[src/rtl/ep_hs_pkg.sv]
package ep_hs_pkg;

  typedef enum logic [3:0] {
    M_DISABLE     = 4'b0000,
    M_NAK_IO      = 4'b0001,
    M_ST_OUT      = 4'b0010,
    M_STALL_IO    = 4'b0011,
    M_ST_IN       = 4'b0110,
    M_NAK_OUT     = 4'b1000,
    M_ACKOUT_STIN = 4'b1011,
    M_ACKIN_STOUT = 4'b1111
  } ep_mode_e;

  typedef enum logic [1:0] {
    TK_NONE  = 2'b00,
    TK_SETUP = 2'b01,
    TK_IN    = 2'b10,
    TK_OUT   = 2'b11
  } tok_e;

  typedef enum logic [1:0] {
    HS_ACK   = 2'b00,
    HS_NAK   = 2'b01,
    HS_STALL = 2'b10
  } hs_e;

  typedef struct packed {
    logic       hs_en;
    hs_e        hs;
    logic       mode_we;
    logic [3:0] mode_nx;
    logic       cnt_we;
    logic       pkt_good;
    logic       setup_set;
  } ep_verdict_t;

endpackage

[src/rtl/ep_hs_decide.sv]
module ep_hs_decide
  import ep_hs_pkg::*;
#(
  parameter int CNT_W   = 4,
  parameter int MAX_LEN = 10
) (
  input  tok_e             kind,
  input  logic             is_ctrl,
  input  logic [3:0]       mode,
  input  logic             stall,
  input  logic [CNT_W-1:0] len,
  input  logic             ok,
  output ep_verdict_t      vd
);

  logic good;
  logic zero_len;
  logic enabled;

  assign good     = ok && (int'(len) <= MAX_LEN);
  assign zero_len = (len == '0);
  assign enabled  = (mode != M_DISABLE);

  always_comb begin
    vd           = '0;
    vd.hs        = HS_NAK;
    vd.mode_nx   = mode;
    vd.pkt_good  = good;
    case (kind)
      TK_SETUP: begin
        if (is_ctrl && enabled) begin
          vd.cnt_we = 1'b1;
          if (good) begin
            vd.hs_en     = 1'b1;
            vd.hs        = HS_ACK;
            vd.mode_we   = 1'b1;
            vd.mode_nx   = M_NAK_IO;
            vd.setup_set = 1'b1;
          end
        end
      end
      TK_IN: begin
        if (stall) begin
          vd.hs_en = 1'b1;
          vd.hs    = HS_STALL;
        end else begin
          case (mode)
            M_DISABLE: vd.hs_en = 1'b0;
            M_NAK_IO: begin
              vd.hs_en = 1'b1;
              vd.hs    = HS_NAK;
            end
            M_ST_OUT, M_STALL_IO: begin
              vd.hs_en = 1'b1;
              vd.hs    = HS_STALL;
            end
            M_ST_IN, M_NAK_OUT, M_ACKOUT_STIN: begin
              vd.hs_en   = 1'b1;
              vd.hs      = HS_ACK;
              vd.mode_we = 1'b1;
              vd.mode_nx = M_NAK_IO;
            end
            M_ACKIN_STOUT: begin
              vd.hs_en   = 1'b1;
              vd.hs      = HS_ACK;
              vd.mode_we = 1'b1;
              vd.mode_nx = M_ST_OUT;
            end
            default: begin
              vd.hs_en = 1'b1;
              vd.hs    = HS_NAK;
            end
          endcase
        end
      end
      TK_OUT: begin
        if (!good) begin
          vd.cnt_we = enabled;
        end else if (stall) begin
          vd.hs_en = 1'b1;
          vd.hs    = HS_STALL;
        end else begin
          case (mode)
            M_DISABLE: vd.hs_en = 1'b0;
            M_NAK_IO, M_NAK_OUT: begin
              vd.hs_en = 1'b1;
              vd.hs    = HS_NAK;
            end
            M_STALL_IO, M_ST_IN: begin
              vd.hs_en = 1'b1;
              vd.hs    = HS_STALL;
            end
            M_ACKOUT_STIN: begin
              vd.hs_en   = 1'b1;
              vd.hs      = HS_ACK;
              vd.mode_we = 1'b1;
              vd.mode_nx = M_NAK_OUT;
              vd.cnt_we  = 1'b1;
            end
            M_ST_OUT, M_ACKIN_STOUT: begin
              vd.hs_en = 1'b1;
              if (zero_len) begin
                vd.hs      = HS_ACK;
                vd.mode_we = 1'b1;
                vd.mode_nx = M_NAK_IO;
                vd.cnt_we  = 1'b1;
              end else begin
                vd.hs = HS_STALL;
              end
            end
            default: begin
              vd.hs_en = 1'b1;
              vd.hs    = HS_NAK;
            end
          endcase
        end
      end
      default: vd.hs_en = 1'b0;
    endcase
  end

endmodule

[src/rtl/ep_hs_state.sv]
module ep_hs_state #(
  parameter int NUM_EP = 3,
  parameter int CNT_W  = 4,
  parameter int EP_W   = 2
) (
  input  logic                          clk,
  input  logic                          rst,
  input  logic                          eng_en,
  input  logic [EP_W-1:0]               eng_ep,
  input  logic                          eng_mode_we,
  input  logic [3:0]                    eng_mode_nx,
  input  logic                          eng_cnt_we,
  input  logic                          eng_good,
  input  logic                          eng_setup,
  input  logic [CNT_W-1:0]              eng_len,
  input  logic                          eng_tgl,
  input  logic                          fw_wr,
  input  logic                          fw_rd,
  input  logic [EP_W-1:0]               fw_ep,
  input  logic [3:0]                    fw_mode,
  input  logic                          fw_stall,
  output logic [NUM_EP-1:0][3:0]        mode_q,
  output logic [NUM_EP-1:0]             stall_q,
  output logic [NUM_EP-1:0][CNT_W-1:0]  cnt_q,
  output logic [NUM_EP-1:0]             dval_q,
  output logic [NUM_EP-1:0]             tgl_q,
  output logic                          pend_q
);

  logic pend_r;

  for (genvar g = 0; g < NUM_EP; g++) begin : g_ep
    localparam bit IS_CTRL = (g == 0);
    logic             eng_sel;
    logic             fw_take;
    logic [3:0]       mode_r;
    logic [CNT_W-1:0] cnt_r;
    logic             dval_r;
    logic             tgl_r;

    assign eng_sel = eng_en && (eng_ep == EP_W'(g));
    assign fw_take = fw_wr && (fw_ep == EP_W'(g))
                     && !(eng_sel && eng_mode_we)
                     && !(IS_CTRL && pend_r);

    always_ff @(posedge clk) begin
      if (rst) begin
        mode_r <= '0;
        cnt_r  <= '0;
        dval_r <= 1'b0;
        tgl_r  <= 1'b0;
      end else begin
        if (eng_sel && eng_mode_we) mode_r <= eng_mode_nx;
        else if (fw_take)           mode_r <= fw_mode;
        if (eng_sel && eng_cnt_we) begin
          cnt_r  <= eng_len;
          dval_r <= eng_good;
          tgl_r  <= eng_tgl;
        end
      end
    end

    if (IS_CTRL) begin : g_ctrl
      assign stall_q[g] = 1'b0;
    end else begin : g_data
      logic stall_r;
      always_ff @(posedge clk) begin
        if (rst)          stall_r <= 1'b0;
        else if (fw_take) stall_r <= fw_stall;
      end
      assign stall_q[g] = stall_r;
    end

    assign mode_q[g] = mode_r;
    assign cnt_q[g]  = cnt_r;
    assign dval_q[g] = dval_r;
    assign tgl_q[g]  = tgl_r;
  end

  always_ff @(posedge clk) begin
    if (rst)                                       pend_r <= 1'b0;
    else if (eng_en && eng_ep == '0 && eng_setup)  pend_r <= 1'b1;
    else if (fw_rd && fw_ep == '0)                 pend_r <= 1'b0;
  end

  assign pend_q = pend_r;

endmodule

[src/rtl/usb_ep_handshake.sv]
module usb_ep_handshake
  import ep_hs_pkg::*;
#(
  parameter int NUM_EP  = 3,
  parameter int CNT_W   = 4,
  parameter int MAX_LEN = 10,
  localparam int EP_W   = (NUM_EP > 1) ? $clog2(NUM_EP) : 1
) (
  input  logic             clk,
  input  logic             rst,
  input  logic             ev_valid,
  input  logic [1:0]       ev_kind,
  input  logic [EP_W-1:0]  ev_ep,
  input  logic [CNT_W-1:0] ev_len,
  input  logic             ev_ok,
  input  logic             ev_tgl,
  input  logic             fw_wr,
  input  logic             fw_rd,
  input  logic [EP_W-1:0]  fw_ep,
  input  logic [3:0]       fw_mode,
  input  logic             fw_stall,
  output logic             hs_valid,
  output logic [1:0]       hs_code,
  output logic [3:0]       rd_mode,
  output logic             rd_stall,
  output logic [CNT_W-1:0] rd_cnt,
  output logic             rd_dval,
  output logic             rd_tgl,
  output logic             rd_setup
);

  logic [NUM_EP-1:0][3:0]       mode_q;
  logic [NUM_EP-1:0]            stall_q;
  logic [NUM_EP-1:0][CNT_W-1:0] cnt_q;
  logic [NUM_EP-1:0]            dval_q;
  logic [NUM_EP-1:0]            tgl_q;
  logic                         pend_q;

  logic            ev_in_range;
  logic            fw_in_range;
  logic [EP_W-1:0] ev_idx;
  logic [EP_W-1:0] fw_idx;
  logic            eng_en;
  logic [3:0]      cur_mode;
  logic            cur_stall;
  tok_e            cur_kind;
  ep_verdict_t     vd;

  assign ev_in_range = (int'(ev_ep) < NUM_EP);
  assign fw_in_range = (int'(fw_ep) < NUM_EP);
  assign ev_idx      = ev_in_range ? ev_ep : '0;
  assign fw_idx      = fw_in_range ? fw_ep : '0;
  assign eng_en      = ev_valid && ev_in_range;
  assign cur_mode    = mode_q[ev_idx];
  assign cur_stall   = stall_q[ev_idx];
  assign cur_kind    = eng_en ? tok_e'(ev_kind) : TK_NONE;

  ep_hs_decide #(
    .CNT_W   (CNT_W),
    .MAX_LEN (MAX_LEN)
  ) i_decide (
    .kind    (cur_kind),
    .is_ctrl (ev_idx == '0),
    .mode    (cur_mode),
    .stall   (cur_stall),
    .len     (ev_len),
    .ok      (ev_ok),
    .vd      (vd)
  );

  ep_hs_state #(
    .NUM_EP (NUM_EP),
    .CNT_W  (CNT_W),
    .EP_W   (EP_W)
  ) i_state (
    .clk         (clk),
    .rst         (rst),
    .eng_en      (eng_en),
    .eng_ep      (ev_idx),
    .eng_mode_we (vd.mode_we),
    .eng_mode_nx (vd.mode_nx),
    .eng_cnt_we  (vd.cnt_we),
    .eng_good    (vd.pkt_good),
    .eng_setup   (vd.setup_set),
    .eng_len     (ev_len),
    .eng_tgl     (ev_tgl),
    .fw_wr       (fw_wr),
    .fw_rd       (fw_rd),
    .fw_ep       (fw_ep),
    .fw_mode     (fw_mode),
    .fw_stall    (fw_stall),
    .mode_q      (mode_q),
    .stall_q     (stall_q),
    .cnt_q       (cnt_q),
    .dval_q      (dval_q),
    .tgl_q       (tgl_q),
    .pend_q      (pend_q)
  );

  always_ff @(posedge clk) begin
    if (rst) begin
      hs_valid <= 1'b0;
      hs_code  <= 2'b00;
    end else begin
      hs_valid <= vd.hs_en;
      hs_code  <= vd.hs;
    end
  end

  always_ff @(posedge clk) begin
    if (rst) begin
      rd_mode  <= '0;
      rd_stall <= 1'b0;
      rd_cnt   <= '0;
      rd_dval  <= 1'b0;
      rd_tgl   <= 1'b0;
      rd_setup <= 1'b0;
    end else if (fw_rd && fw_in_range) begin
      rd_mode  <= mode_q[fw_idx];
      rd_stall <= stall_q[fw_idx];
      rd_cnt   <= cnt_q[fw_idx];
      rd_dval  <= dval_q[fw_idx];
      rd_tgl   <= tgl_q[fw_idx];
      rd_setup <= (fw_idx == '0) && pend_q;
    end
  end

endmodule

[config.mk]
export PLATFORM = sky130hd
export DESIGN_NAME = usb_ep_handshake
export DESIGN_NICKNAME = d
export VERILOG_FILES = /design/src/rtl/ep_hs_pkg.sv /design/src/rtl/ep_hs_decide.sv /design/src/rtl/ep_hs_state.sv /design/src/rtl/usb_ep_handshake.sv
export SDC_FILE = /design/constraint.sdc
export NUM_CORES = 1
export LEC_CHECK = 0
export BUFFER_PORTS_ARGS = -buffer_cell sky130_fd_sc_hd__buf_2
export CAP_MARGIN = 20
export CORE_UTILIZATION = 58
export DETAILED_ROUTE_END_ITERATION = 6
export GPL_ROUTABILITY_DRIVEN = 0
export PLACE_DENSITY = 0.91
export RECOVER_POWER = 50
export SETUP_SLACK_MARGIN = 0.2
export SLEW_MARGIN = 20
export SYNTH_ARGS = -nofsm -noshare
export SYNTH_HDL_FRONTEND = slang
export SYNTH_HIERARCHICAL = 1
export SYNTH_SLANG_ARGS = --single-unit
[constraint.sdc]
create_clock -name clk -period 3.75 [get_ports clk]
set_input_delay 0.375 -clock clk [delete_from_list [all_inputs] [get_ports clk]]
set_output_delay 0.375 -clock clk [all_outputs]
set_load 0.05 [all_outputs]
==> results.cfg, run 1 <==
[die]
die_h_um = 72.7
rows = 25
start_util = 0.610
io_pins = 37
die-width_um = 72.7
core_area_mm2 = 0.00475
dieArea_mm2 = 0.00529

[worst_setup_path]
crit_fanout = 11
cp.required_ps = 3980
start_kind = primary input
crit_arrival_ps = 3600
crit_type = primary input to flip-flop
worstSetupEndpointType = flip-flop

[layout]
drive_above_1_share = 0.130
stdcell_count = 412
area_growth_pct = 7.50
utilization = 0.656
nets = 374
nFillCells = 411
n_antenna_cell = 0

[timing]
period_needed_ps = 3370
fin_crit_sh = 0.899
rsz0062_at_grt = no
setup_violations = 0
clock.fmax_ghz = 0.297
tns_ps = 0
worst_slew_pin_slew_ps = 906
hold_violations = 0
clock_skew_ps = 5.49
relSlewSlack = 0.395
finalMaxSlewViolations = 0
whs_ps = 335

[global_route]
antenna_found_initial = 0
grt_pass1_wl_mm = 11.3
grt_max_degree = 49
grt_usage = 0.276
grt_pass1_vias = 2369
grt_remaining_overflow = 0

[outcome]
violations = DRC
outcome = finished, violations left

[place]
dp_cells = 404
port_buffers = 36
dp_hpwl_mm = 4.83

[logic_synthesis]
synth_top_area_frac = 0.331
synth_cells = 323
ys_seq_area_frac = 0.331
ys_ff_latch = 48
synth_cell_type_count = 52
yosys_warnings = 6
synthArstFlopShare = 0
syn-cell-area_mm2 = 0.00290
syn_avg_cell_area_um2 = 8.98
synth_top_area_cell = dfxtp_1
synth_most_common_cell = nor2_1
ys_top_cells_by_count = nor2_1, dfxtp_1, mux2i_1
yosys-top-cells-area = dfxtp_1, mux2i_1, nor2_1
synth_edf_count = 0
synth.net_count = 353
ys.flop_type = dfxtp_1

[cts]
cts_htree_levels = 2
clockBufferDepth = 2
clockRootBuffer = clkbuf_8
clock_sink_count = 48
ctsResizeCount = 0
cts_setup_buffers = 0
insertion_delay_ps = 310
clk_pin_slew_ps = 100
cts_tree = built
cts_buffers = 5
hold_buffers = 0

[drt]
drt_iter0_drc = 267
vias = 2529
viasPerCell = 6.14
avgRoutedWirePerCell_um = 16.5
detail-route-antenna-nets = 0
wl_mm = 6.80
drc_errors = 1
dr.pass1.iters = 7

[power_and_ir_drop]
leakage_nw = 1.34
ir_worst_vdd_uv = 214
powerDensity_mw_per_mm2 = 358

[job]
maxCapViolations = 0

[min_path]
hold_class = primary input to flip-flop
## power by group
part	total [W]	internal [W]	switching, W
clock network	0.000392	0.000201	0.000191
logic	0.000191	0.0000651	0.000126
registers	0.000534	0.000524	0.00000906
## flip-flops by register name (all words and copies together), names as in the netlist
name / count
i_state/g_ep.cnt_r: 12
i_state/g_ep.mode_r: 12
rd_cnt: 4
rd_mode: 4
i_state/g_ep.dval_r: 3
i_state/g_ep.tgl_r: 3
hs_code: 2
i_state/g_ep.g_data.stall_r: 2
hs_valid: 1
i_state/pend_q: 1
rd_dval: 1
rd_setup: 1
rd_stall: 1
rd_tgl: 1
## cell families after synthesis
family / after synthesis / synth area share
AO/OA/AOI/OAI: 69 / 0.178
other: 1 / 0.00129
AND/OR/NAND/NOR: 107 / 0.209
adder cells (fa/ha/maj): 8 / 0.0345
multiplexers: 47 / 0.162
flip-flops: 48 / 0.331
buffers and inverters: 42 / 0.0811
XOR/XNOR: 1 / 0.00302
## cell usage in the layout, fill, tap and decap left out, types with 2 or more instances in the layout
| cell | n |
|---|---|
| o211a_1 | 2 |
| nor4_1 | 2 |
| nand2b_1 | 5 |
| nand4b_2 | 2 |
| nand2_1 | 10 |
| nand3b_1 | 5 |
| inv_1 | 11 |
| nand4b_1 | 2 |
| a2bb2oi_1 | 11 |
| nand3_1 | 2 |
| a211oi_1 | 23 |
| clkbuf_8 | 5 |
| a211o_1 | 2 |
| ha_1 | 8 |
| dfxtp_1 | 48 |
| o21ai_0 | 6 |
| buf_2 | 19 |
| clkbuf_1 | 19 |
| nor2b_1 | 10 |
| or2_1 | 2 |
| nor2_1 | 49 |
| and3_1 | 2 |
| and2_1 | 3 |
| a31oi_1 | 3 |
| o21ai_2 | 2 |
| a21oi_1 | 8 |
| buf_4 | 7 |
| nor3b_1 | 2 |
| a31o_2 | 2 |
| nand4_1 | 2 |
| mux2i_1 | 47 |
## critical path, stage by stage
cell and delay (ps):
clkbuf_1 130, inv_1 80, ha_1 320, nor2b_1 200, nand2_1 90, o21ai_1 430
and2_1 320, o21ai_0 170, a2111oi_2 460, nor2_2 90, nand2_1 160, nand4b_2 270
a31o_2 320, a21oi_1 170
## layer usage
| metal | part of all wire | global-route usage | routed length (µm) | up-vias |
|---|---|---|---|---|
| li1 | - | - | - | 1196 |
| met2 | 0.49 | 0.479 | 3340 | 126 |
| met1 | 0.41 | 0.335 | 2760 | 1181 |
| met3 | 0.073 | 0.0525 | 498 | 26 |
| met4 | 0.029 | 0.118 | 195 | 0 |
| met5 | 0 | 0 | 0 | - |
## layout make-up
class | count | area (µm²) | area share
Clock buffer | 5 | 68.8 | 0.0221
Clock inverter | 3 | 46.3 | 0.0148
Inverter | 11 | 41.3 | 0.0132
Multi-Input combinational cell | 233 | 1700 | 0.545
Sequential cell | 48 | 961 | 0.308
Tap cell | 67 | 83.8 | 0.0269
Timing Repair Buffer | 45 | 219 | 0.0702
## through the flow
step / area (µm²) / total power [W] / setup WS (ps)
3_3_place_gp: 3040 / 0.000732 / 233
3_5_place_dp: 3040 / 0.000737 / 55.6
4_1_cts: 3150 / 0.00112 / 323
5_1_grt: 3120 / 0.00115 / 163
2_1_floorplan: 2900 / 0.000687 / 865
6_report: 3120 / 0.00112 / 380
## path summary, 6_finish.rpt
path / from / end / slack, ps / depth (start not counted)
setup / recovery: ev_ep[1] / i_state/g_ep[2].g_data.stall_r / 380 / 14
hold / removal: fw_stall / i_state/g_ep[1].g_data.stall_r / 330 / 3
setup reg to reg: i_state/g_ep[1].mode_r[3] / i_state/g_ep[2].g_data.stall_r / 570 / 10
hold reg to reg: rd_mode[2] / rd_mode[2] / 500 / 2
(Power assumes the default switching activity.)
==> run 2, diff against run 1 <==
--- a/config.mk
+++ b/config.mk
@@ -7,10 +7,11 @@
 export LEC_CHECK = 0
 export BUFFER_PORTS_ARGS = -buffer_cell sky130_fd_sc_hd__buf_2
 export CAP_MARGIN = 20
-export CORE_UTILIZATION = 58
+export CORE_UTILIZATION = 62
 export DETAILED_ROUTE_END_ITERATION = 6
 export GPL_ROUTABILITY_DRIVEN = 0
-export PLACE_DENSITY = 0.91
+export MAX_ROUTING_LAYER = met4
+export PLACE_DENSITY = 0.95
 export RECOVER_POWER = 50
 export SETUP_SLACK_MARGIN = 0.2
 export SLEW_MARGIN = 20
==> constraint.sdc (replaced) <==
create_clock -name clk -period 4.3 [get_ports clk]
set_input_delay 0.43 -clock clk [delete_from_list [all_inputs] [get_ports clk]]
set_output_delay 0.43 -clock clk [all_outputs]
set_load 0.05 [all_outputs]
==> results.cfg, run 2 (synthesis results as in run 1) <==
[job]
maxCapViolations = 0

[drt]
dr.pass1.iters = 5
avgRoutedWirePerCell_um = 17.8
wl_mm = 6.97
vias = 2510
drc_errors = 0
detail-route-antenna-nets = 0
drt_iter0_drc = 208
viasPerCell = 6.40

[worst_setup_path]
timing.rr.start = i_state/g_ep[1].mode_r[3]
cp.required_ps = 4470
crit_family = compound AO/OA/AOI/OAI gates
critPathMaxStageDelay_ps = 490
start_kind = primary input
crit_type = primary input to flip-flop
crit_fanout = 16
crit_arrival_ps = 3920
critical_path_buf_inv_count = 3
worstPathCellList = clkbuf_1 > inv_1 > ha_1 > nor2b_1 > nand2_1 > o21ai_1 > and2_1 > o21ai_2 > a211o_1 > o211ai_1 > o211a_1 > nor4bb_1 > buf_4 > mux2i_1 > nor2_1
slowest_stage = ha_1
startpoint = ev_ep[0]
ff2ff_setup_slack_ps = 980
worstSetupEndpointType = flip-flop

[cts]
clock_sink_count = 48
clk_pin_slew_ps = 90
clockRootBuffer = clkbuf_8
cts_buffers = 5
cts_setup_buffers = 0
insertion_delay_ps = 310
hold_buffers = 0
cts_tree = built
cts_htree_levels = 2
clockBufferDepth = 2
ctsResizeCount = 0

[outcome]
outcome = finished, final reports clean

[layout]
final_common_cell = nor2_1
drive_above_1_share = 0.121
area_growth_pct = 5.82
reg_top3 = i_state/g_ep.cnt_r (12), i_state/g_ep.mode_r (12)
nets = 369
n_antenna_cell = 0
final_cell_area_mm2 = 0.00307
utilization = 0.696
final_cell_mix = nor2_1, dfxtp_1, mux2i_1
nFillCells = 343

[global_route]
grt_remaining_overflow = 0
grt_pass1_vias = 2394
antenna_found_initial = 0
grt_usage = 0.299
grt_max_degree = 49
grt_pass1_wl_mm = 11.2

[min_path]
hp-start = ev_tgl
hold_class = primary input to flip-flop

[timing]
fin_crit_sh = 0.874
clock.fmax_ghz = 0.266
setup_violations = 0
clock_skew_ps = 9.40
rsz0062_at_grt = no
relSlewSlack = 0.417
worst_slew_pin_slew_ps = 874
whs_ps = 390
timing.final.ws_setup_ps = 541
tns_ps = 0
finalMaxSlewViolations = 0
hold_violations = 0
period_needed_ps = 3760

[power_and_ir_drop]
leakage_nw = 1.32
ir_worst_vdd_uv = 267
powerDensity_mw_per_mm2 = 315

[place]
port_buffers = 36
dpl_worst_slack_ps = 209
placed_area_mm2 = 0.00298
dp_hpwl_mm = 4.70

[die]
start_util = 0.657
dieArea_mm2 = 0.00496
die-width_um = 70.4
rows = 24
core_area_mm2 = 0.00441
die_h_um = 70.4
io_pins = 37
## run 2: area by class of cell
class                      count  area, µm²  share of cell area
multi-input combinational    233       1710               0.555
timing repair buffer          40        181              0.0591
clock buffer                   5       68.8              0.0224
tap                           52       65.1              0.0212
inverter                      11       41.3              0.0134
clock inverter                 3       47.5              0.0155
sequential                    48        961               0.313
## run 2: tightest hold or removal path: stages
cell,delay [ps]
buf_2,110
mux2i_1,60
nor2_1,70
## run 2: per-layer routing
metal / track usage / wire length, µm / vias up
li1: - / - / 1183
met1: 0.341 / 2900 / 1173
met2: 0.476 / 3330 / 124
met3: 0.0606 / 450 / 30
met4: 0.191 / 291 / 0
met5: - / 0 / -
## run 2: path summary, 6_finish.rpt
check,endpoint,cells past startpoint
hold / removal,i_state/g_ep[2].tgl_r,3
setup / recovery,i_state/g_ep[0].tgl_r,15
hold reg to reg,rd_setup,2
setup reg to reg,i_state/g_ep[0].tgl_r,11
## run 2: report_power, final
part	internal [W]	total (W)	switching, W
Combinational	0.0000540	0.000165	0.000111
Sequential	0.000457	0.000466	0.00000841
Clock	0.000175	0.000338	0.000162
Total	0.000687	0.000968	0.000281
## run 2: stage by stage
| stage | power [W] | std cells |
|---|---|---|
| 3_3_place_gp | 0.000633 | 383 |
| 2_1_floorplan | 0.000599 | 323 |
| 5_1_grt | 0.00100 | 392 |
| 3_5_place_dp | 0.000638 | 383 |
| 4_1_cts | 0.000968 | 391 |
| 6_report | 0.000968 | 392 |
